--- src/rtl/spi_board_ctrl_pkg.sv ---
package spi_board_ctrl_pkg;

  typedef enum logic [2:0] {
    ST_OPCODE,
    ST_CFG,
    ST_NWR,
    ST_NRD_IDLE,
    ST_NRD_DATA,
    ST_FADDR,
    ST_FDATA,
    ST_SKIP
  } dec_state_t;

  localparam logic [7:0] OP_NAND_WR  = 8'h08;
  localparam logic [7:0] OP_CFG_WR   = 8'h09;
  localparam logic [7:0] OP_NAND_RD  = 8'h0A;
  localparam logic [7:0] OP_FAST_RD  = 8'h0B;
  localparam logic [7:0] OP_LED5_ON  = 8'h0C;
  localparam logic [7:0] OP_LED5_OFF = 8'h0D;

  localparam logic [7:0] CFG_RESET = 8'h8F;

  localparam int CFG_FAN_BIT = 4;
  localparam int CFG_ALE_BIT = 5;
  localparam int CFG_CLE_BIT = 6;
  localparam int CFG_CE_BIT  = 7;

endpackage

--- src/rtl/spi_bc_sync.sv ---
module spi_bc_sync #(
  parameter int STAGES = 2
) (
  input  logic clk,
  input  logic rst_n,
  input  logic sck_i,
  input  logic cs_n_i,
  input  logic mosi_i,
  output logic sck_rise,
  output logic sck_fall,
  output logic sel,
  output logic sel_prev,
  output logic mosi_s
);
  // bit 0 = sck, bit 1 = cs_n, bit 2 = mosi
  localparam logic [2:0] PIPE_RST = 3'b010;

  logic [2:0] pipe [STAGES];
  logic [1:0] last_q;
  logic [2:0] cur;

  always_ff @(posedge clk or negedge rst_n) begin
    if (!rst_n) begin
      for (int i = 0; i < STAGES; i++) pipe[i] <= PIPE_RST;
      last_q <= PIPE_RST[1:0];
    end else begin
      pipe[0] <= {mosi_i, cs_n_i, sck_i};
      for (int i = 1; i < STAGES; i++) pipe[i] <= pipe[i-1];
      last_q <= pipe[STAGES-1][1:0];
    end
  end

  assign cur      = pipe[STAGES-1];
  assign sck_rise = cur[0] & ~last_q[0];
  assign sck_fall = ~cur[0] & last_q[0];
  assign sel      = ~cur[1];
  assign sel_prev = ~last_q[1];
  assign mosi_s   = cur[2];

endmodule

--- src/rtl/spi_bc_shifter.sv ---
module spi_bc_shifter #(
  parameter int DATA_W = 8
) (
  input  logic              clk,
  input  logic              rst_n,
  input  logic              sck_rise,
  input  logic              sck_fall,
  input  logic              sel,
  input  logic              sel_prev,
  input  logic              mosi_s,
  input  logic [DATA_W-1:0] tx_next,
  output logic              byte_done,
  output logic              byte_start,
  output logic [DATA_W-1:0] rx_byte,
  output logic              miso
);
  localparam int BIT_W = $clog2(DATA_W);
  localparam logic [BIT_W-1:0] LAST_BIT = BIT_W'(DATA_W - 1);

  logic [BIT_W-1:0]  bit_cnt;
  logic [DATA_W-1:0] rx_sr;
  logic [DATA_W-1:0] tx_sr;
  logic              live_rise;

  assign live_rise  = sck_rise & sel_prev;
  assign byte_done  = live_rise & (bit_cnt == LAST_BIT);
  assign byte_start = live_rise & sel & (bit_cnt == '0);
  assign rx_byte    = {rx_sr[DATA_W-2:0], mosi_s};

  always_ff @(posedge clk or negedge rst_n) begin
    if (!rst_n) begin
      bit_cnt <= '0;
      rx_sr   <= '0;
      tx_sr   <= '0;
    end else if (!sel) begin
      bit_cnt <= '0;
      rx_sr   <= '0;
      tx_sr   <= '0;
    end else if (live_rise) begin
      rx_sr   <= rx_byte;
      bit_cnt <= (bit_cnt == LAST_BIT) ? '0 : bit_cnt + 1'b1;
      if (bit_cnt == '0) tx_sr <= tx_next;
    end else if (sck_fall && sel_prev && bit_cnt != '0) begin
      tx_sr <= {tx_sr[DATA_W-2:0], 1'b0};
    end
  end

  // MSB of a new byte comes straight from the source so nothing is taken early
  always_comb begin
    if (!sel)                miso = 1'b0;
    else if (bit_cnt == '0)  miso = tx_next[DATA_W-1];
    else                     miso = tx_sr[DATA_W-1];
  end

endmodule

--- src/rtl/spi_bc_decoder.sv ---
module spi_bc_decoder
  import spi_board_ctrl_pkg::*;
#(
  parameter int DATA_W = 8,
  parameter int ADDR_W = 24
) (
  input  logic              clk,
  input  logic              rst_n,
  input  logic              sel,
  input  logic              sel_prev,
  input  logic              byte_done,
  input  logic              byte_start,
  input  logic [DATA_W-1:0] rx_byte,
  output logic [DATA_W-1:0] tx_next,
  output logic [DATA_W-1:0] cfg_q,
  output logic              led5_q,
  output logic              nwr_valid,
  input  logic              nwr_ready,
  output logic [DATA_W-1:0] nwr_data,
  input  logic              nrd_valid,
  output logic              nrd_ready,
  input  logic [DATA_W-1:0] nrd_data,
  output logic [ADDR_W-1:0] fr_addr,
  input  logic              fr_valid,
  output logic              fr_ready,
  input  logic [DATA_W-1:0] fr_data
);
  localparam int ADDR_BYTES = ADDR_W / DATA_W;
  localparam int CNT_W      = $clog2(ADDR_BYTES + 1);
  localparam logic [CNT_W-1:0] DUMMY_IDX = CNT_W'(ADDR_BYTES);

  dec_state_t        st;
  logic [CNT_W-1:0]  acnt;
  logic [DATA_W-1:0] hold_q;
  logic              hold_v;
  logic              frame_end;
  logic              slot_free;

  assign frame_end = sel_prev & ~sel;
  assign slot_free = ~nwr_valid | nwr_ready;

  assign nrd_ready = byte_start & (st == ST_NRD_DATA) & nrd_valid;
  assign fr_ready  = byte_start & (st == ST_FDATA) & fr_valid;

  always_comb begin
    tx_next = '0;
    if (st == ST_NRD_DATA && nrd_valid) tx_next = nrd_data;
    else if (st == ST_FDATA && fr_valid) tx_next = fr_data;
  end

  always_ff @(posedge clk or negedge rst_n) begin
    if (!rst_n) begin
      st        <= ST_OPCODE;
      cfg_q     <= CFG_RESET;
      led5_q    <= 1'b0;
      acnt      <= '0;
      hold_q    <= '0;
      hold_v    <= 1'b0;
      nwr_valid <= 1'b0;
      nwr_data  <= '0;
      fr_addr   <= '0;
    end else begin
      if (nwr_valid && nwr_ready) nwr_valid <= 1'b0;

      if (byte_done) begin
        unique case (st)
          ST_OPCODE: begin
            acnt <= '0;
            case (rx_byte)
              OP_CFG_WR:   st <= ST_CFG;
              OP_NAND_WR:  st <= ST_NWR;
              OP_NAND_RD:  st <= ST_NRD_IDLE;
              OP_FAST_RD:  st <= ST_FADDR;
              OP_LED5_ON:  begin led5_q <= 1'b1; st <= ST_SKIP; end
              OP_LED5_OFF: begin led5_q <= 1'b0; st <= ST_SKIP; end
              default:     st <= ST_SKIP;
            endcase
          end
          ST_CFG: begin
            cfg_q <= rx_byte;
            st    <= ST_SKIP;
          end
          ST_NWR: begin
            if (hold_v && slot_free) begin
              nwr_valid <= 1'b1;
              nwr_data  <= hold_q;
            end
            hold_q <= rx_byte;
            hold_v <= 1'b1;
          end
          ST_NRD_IDLE: st <= ST_NRD_DATA;
          ST_FADDR: begin
            if (acnt == DUMMY_IDX) begin
              st <= ST_FDATA;
            end else begin
              fr_addr <= {fr_addr[ADDR_W-DATA_W-1:0], rx_byte};
              acnt    <= acnt + 1'b1;
            end
          end
          default: ;
        endcase
      end

      if (fr_ready) fr_addr <= fr_addr + 1'b1;

      if (frame_end) begin
        st     <= ST_OPCODE;
        hold_v <= 1'b0;
        acnt   <= '0;
      end
    end
  end

endmodule

--- src/rtl/spi_board_ctrl.sv ---
module spi_board_ctrl
  import spi_board_ctrl_pkg::*;
#(
  parameter int DATA_W      = 8,
  parameter int ADDR_W      = 24,
  parameter int SYNC_STAGES = 2
) (
  input  logic              clk,
  input  logic              rst_n,
  input  logic              spi_sck,
  input  logic              spi_cs_n,
  input  logic              spi_mosi,
  output logic              spi_miso,
  output logic [3:0]        led_n,
  output logic              fan_en,
  output logic              nand_ale,
  output logic              nand_cle,
  output logic              nand_ce_n,
  output logic              led5_on,
  output logic              nwr_valid,
  input  logic              nwr_ready,
  output logic [DATA_W-1:0] nwr_data,
  input  logic              nrd_valid,
  output logic              nrd_ready,
  input  logic [DATA_W-1:0] nrd_data,
  output logic [ADDR_W-1:0] fr_addr,
  input  logic              fr_valid,
  output logic              fr_ready,
  input  logic [DATA_W-1:0] fr_data
);
  logic              sck_rise, sck_fall, sel, sel_prev, mosi_s;
  logic              byte_done, byte_start;
  logic [DATA_W-1:0] rx_byte, tx_next, cfg_q;

  spi_bc_sync #(.STAGES(SYNC_STAGES)) i_sync (
    .clk(clk), .rst_n(rst_n),
    .sck_i(spi_sck), .cs_n_i(spi_cs_n), .mosi_i(spi_mosi),
    .sck_rise(sck_rise), .sck_fall(sck_fall),
    .sel(sel), .sel_prev(sel_prev), .mosi_s(mosi_s)
  );

  spi_bc_shifter #(.DATA_W(DATA_W)) i_shift (
    .clk(clk), .rst_n(rst_n),
    .sck_rise(sck_rise), .sck_fall(sck_fall),
    .sel(sel), .sel_prev(sel_prev), .mosi_s(mosi_s),
    .tx_next(tx_next),
    .byte_done(byte_done), .byte_start(byte_start),
    .rx_byte(rx_byte), .miso(spi_miso)
  );

  spi_bc_decoder #(.DATA_W(DATA_W), .ADDR_W(ADDR_W)) i_dec (
    .clk(clk), .rst_n(rst_n),
    .sel(sel), .sel_prev(sel_prev),
    .byte_done(byte_done), .byte_start(byte_start),
    .rx_byte(rx_byte), .tx_next(tx_next),
    .cfg_q(cfg_q), .led5_q(led5_on),
    .nwr_valid(nwr_valid), .nwr_ready(nwr_ready), .nwr_data(nwr_data),
    .nrd_valid(nrd_valid), .nrd_ready(nrd_ready), .nrd_data(nrd_data),
    .fr_addr(fr_addr), .fr_valid(fr_valid), .fr_ready(fr_ready),
    .fr_data(fr_data)
  );

  assign led_n     = cfg_q[3:0];
  assign fan_en    = cfg_q[CFG_FAN_BIT];
  assign nand_ale  = cfg_q[CFG_ALE_BIT];
  assign nand_cle  = cfg_q[CFG_CLE_BIT];
  assign nand_ce_n = cfg_q[CFG_CE_BIT];

endmodule

--- config.mk ---
export PLATFORM = sky130hd
export DESIGN_NAME = spi_board_ctrl
export DESIGN_NICKNAME = d
export VERILOG_FILES = /design/src/rtl/spi_board_ctrl_pkg.sv /design/src/rtl/spi_bc_sync.sv /design/src/rtl/spi_bc_shifter.sv /design/src/rtl/spi_bc_decoder.sv /design/src/rtl/spi_board_ctrl.sv
export SDC_FILE = /design/constraint.sdc
export NUM_CORES = 1
export LEC_CHECK = 0
export ABC_CLOCK_PERIOD_IN_PS = 2200
export BUFFER_PORTS_ARGS = -buffer_cell sky130_fd_sc_hd__buf_2
export CAP_MARGIN = 20
export CELL_PAD_IN_SITES_DETAIL_PLACEMENT = 2
export CELL_PAD_IN_SITES_GLOBAL_PLACEMENT = 2
export CORE_MARGIN = 3
export CORE_UTILIZATION = 32
export CTS_CLUSTER_DIAMETER = 60
export DETAILED_ROUTE_END_ITERATION = 7
export PLACE_DENSITY_LB_ADDON = 0.1
export RECOVER_POWER = 25
export SKIP_CTS_REPAIR_TIMING = 1
export SLEW_MARGIN = 20
export SYNTH_ARGS = -nofsm -noshare
export SYNTH_HDL_FRONTEND = slang
export SYNTH_SLANG_ARGS = --single-unit
--- constraint.sdc ---
create_clock -name clk -period 2.2 [get_ports clk]
set_input_delay 0.11 -clock clk [delete_from_list [all_inputs] [get_ports clk]]
set_output_delay 0.11 -clock clk [all_outputs]
set_load 0.005 [all_outputs]
==> flow_metrics.py <==
metrics = {
    "floorplanning": {
        "die_x_um": 117.6,
        "core_um2": 12110,
        "die_area_um2": 13820,
        "die_h_um": 117.6,
        "io_pins": 69,
        "placementRows": 40,
        "initial_core_util_pct": 32.88,
    },
    "clock_tree": {
        "cts_tree": "yes",
        "cts-buffers-inserted": 9,
        "clk_path_buf_depth": 2,
        "cts_sinks": 82,
        "insertion_delay_ns": 0.35,
        "root_buffer": "clkbuf_16",
        "clkTransAtPathRegs_ns": 0.06,
        "htree_levels": 3,
    },
    "global_routing": {
        "grt_pass1_wl_mm": 22.07,
        "grt_max_degree": 52,
        "grtUsageTotal_pct": 19.90,
        "grt_pass1_vias": 3975,
        "antenna_found_initial": 0,
        "grt_remaining_overflow": 0,
    },
    "sta": {
        "worst_pin_slew_ns": 0.8828,
        "setup_ws_ns": 0.1334,
        "finalSetupViolCount": 0,
        "slew_headroom_pct": 41.15,
        "hold_violations": 0,
        "layout_min_cycle_time_ns": 2.067,
        "fmax_mhz": 483.9,
        "period_share_pct": 93.93,
        "clock_skew_ns": 0.005852,
        "slew_viol_final": 0,
    },
    "route": {
        "top_layer": "met4",
        "met2_length_mm": 6.547,
        "vias": 3573,
        "drt-met1-wl_mm": 5.891,
        "drt-total-wl_mm": 13.07,
        "ant_nets": 0,
        "met3_length_um": 341,
        "avgViaCountPerCell": 5.397,
        "drt-initial-drc-count": 124,
        "wire_per_inst_um": 19.74,
        "first_pass_iters": 4,
        "remaining_drc_errors": 0,
    },
    "setup_path": {
        "crit_path_end_kind": "flip-flop",
        "cp_slowest_cell": "or4_1",
        "cp.arrival_ns": 2.29,
        "critPathRequiredTime_ns": 2.43,
        "crit_fanout": 5,
        "critPathMaxStageDelay_ns": 0.54,
        "critical_path_class": "flip-flop to flip-flop",
        "cp.depth": 7,
        "critPathTopFamily": "simple AND/OR/NAND/NOR gates",
        "crit_buf_inv": 1,
        "r2r_cells": 7,
        "crit_path_start_kind": "flip-flop",
        "path_cells": "ha_1, ha_2, nand4bb_4, or4_1, buf_4, o22ai_1, nor2_1",
    },
    "synth": {
        "ys_ff_latch": 82,
        "synth_edf_count": 0,
        "syn_nets": 406,
        "muxShareOfSynthArea_pct": 8.043,
        "ys_warn_count": 0,
        "yosysUniqueCellTypes": 56,
        "synth_xor_area_share_pct": 0,
        "yosysSeqAreaShare_pct": 51.78,
        "synth-adder-area-share_pct": 1.571,
        "yosys-top-cells-area": "dfrtp_1 (46%), mux2_2 (6.8%), dfstp_2 (5.3%), a22o_1 (3.5%), a21oi_1 (2.9%)",
        "syn_avg_cell_area_um2": 10.56,
        "syn_inst": 377,
        "synth_top_area_share_pct": 46.50,
        "synth_area_um2": 3983,
        "yosysTopAreaCell": "dfrtp_1",
        "synth_top_family_by_area": "simple AND/OR/NAND/NOR gates",
        "synth-compound-area-share_pct": 16.53,
        "synth_simple_gate_area_share_pct": 18.76,
        "synth-main-ff-cell": "dfrtp_1",
        "async_flop_share_pct": 100.0,
    },
    "cells_and_area": {
        "nets": 518,
        "antennaDiodeCount": 0,
        "layout-drive-gt1-share_pct": 35.43,
        "syn_to_final_growth_pct": 30.98,
        "fillers": 1328,
        "mostFrequentLayoutCell": "dfrtp_1",
        "final_cell_mix": "dfrtp_1 (74), buf_2 (66), buf_4 (44)",
    },
    "power_and_ir_drop": {
        "power_uw": 3375,
        "ir_drop_mv": 0.2758,
        "p_leak_uw": 0.002414,
        "power_density_nw_per_um2": 647.0,
    },
    "place": {
        "hpwl_mm": 9.321,
        "gp_congestion": 0.8096,
        "dpl_worst_slack_ns": 0.06859,
        "io_buffers": 68,
    },
    "run_status": {
        "outcome": "complete, no violations",
    },
    "hold_path": {
        "min-delay-path-class": "primary input to flip-flop",
        "holdPathStages": 3,
    },
    "run": {
        "cap_violations": 0,
    },
}
[cell usage after synthesis, drive strengths merged, types with 8 or more instances]
master / n
a21oi: 23
nand4: 11
dfrtp: 74
nor3: 12
clkbuf: 11
inv: 15
dfstp: 8
a22oi: 10
o21ai: 12
mux2: 24
a22o: 16
nand2: 31
nand3: 16
nor2: 27
[worst register-to-register path, delay by kind of cell (launching register included)]
kind / cells / cell delay [ns]
AND/OR/NAND/NOR: 3 / 0.78
adder cells (fa/ha/maj): 2 / 0.39
buffers and inverters: 1 / 0.18
AO/OA/AOI/OAI: 1 / 0.21
flip-flops: 1 / 0.38
[cell families after synthesis]
logic type | Yosys count
AO/OA/AOI/OAI | 94
AND/OR/NAND/NOR | 133
adder cells (fa/ha/maj) | 5
flip-flops | 82
buffers and inverters | 34
multiplexers | 29
[routing by layer]
metal | vias to the layer above | GRT usage (%)
li1 | 1635 | -
met1 | 1861 | 25.63
met2 | 56 | 33.31
met3 | 21 | 3.364
met4 | 0 | 8.205
met5 | - | 0
[cell type report]
type | instances | area, µm² | share of cell area, %
well taps | 168 | 210.2 | 4.030
clock buffers | 11 | 242.7 | 4.653
inverters | 17 | 67.56 | 1.295
repair buffers | 118 | 720.7 | 13.82
flip-flops and latches | 82 | 2062 | 39.53
clock inverters | 5 | 85.08 | 1.631
multi-input cells | 261 | 1828 | 35.04
[worst paths after layout]
kind / from / endpoint / slack [ns]
worst min register to register: i_sync.pipe[3] / i_sync.cur[0] / 0.36
worst min-delay path: nwr_ready / i_dec.nwr_valid / 0.08
max in group asynchronous: rst_n / i_shift.tx_sr[3] / 0.49
min in group asynchronous: rst_n / i_dec.cfg_q[5] / 0.41
worst max-delay path: i_shift.bit_cnt[0] / i_dec.fr_addr[10] / 0.13
worst max register to register: i_shift.bit_cnt[0] / i_dec.fr_addr[10] / 0.13
[through the flow]
stage               hold slack [ns]  instance area [µm²]  util [%]  instances  setup TNS (ns)
finish                      0.07896                 5216     43.07        662               0
global route                0.09203                 5216     43.07        662       -0.002797
CTS                         -0.2795                 5152     42.54        656        -0.06643
detailed placement           0.1011                 4825     39.83        640               0
global placement            0.09944                 4825     39.83        640               0
floorplan                   -0.1856                 3983         -        377               0
[power breakdown]
part	internal [µW]	switching (µW)	leakage [µW]	total [µW]
clock network	1030	653	0.000157	1690
registers	1530	21.8	0.00105	1560
logic	52.4	78.6	0.00121	131
total	2620	754	0.00241	3370
[flip-flops by register name, summed over array words and instances (netlist names), 2 cells and up]
| name | cells |
|---|---|
| i_dec.nwr_data | 8 |
| i_dec.fr_addr | 24 |
| i_sync.pipe | 3 |
| i_dec.hold_q | 8 |
| i_sync.cur | 3 |
| i_shift.tx_sr | 8 |
| i_shift.bit_cnt | 3 |
| i_dec.st | 3 |
| i_sync.last_q | 2 |
| i_dec.cfg_q | 8 |
| i_shift.rx_sr | 7 |
| i_dec.acnt | 2 |
Note: power is estimated with default switching activity, not from simulation.
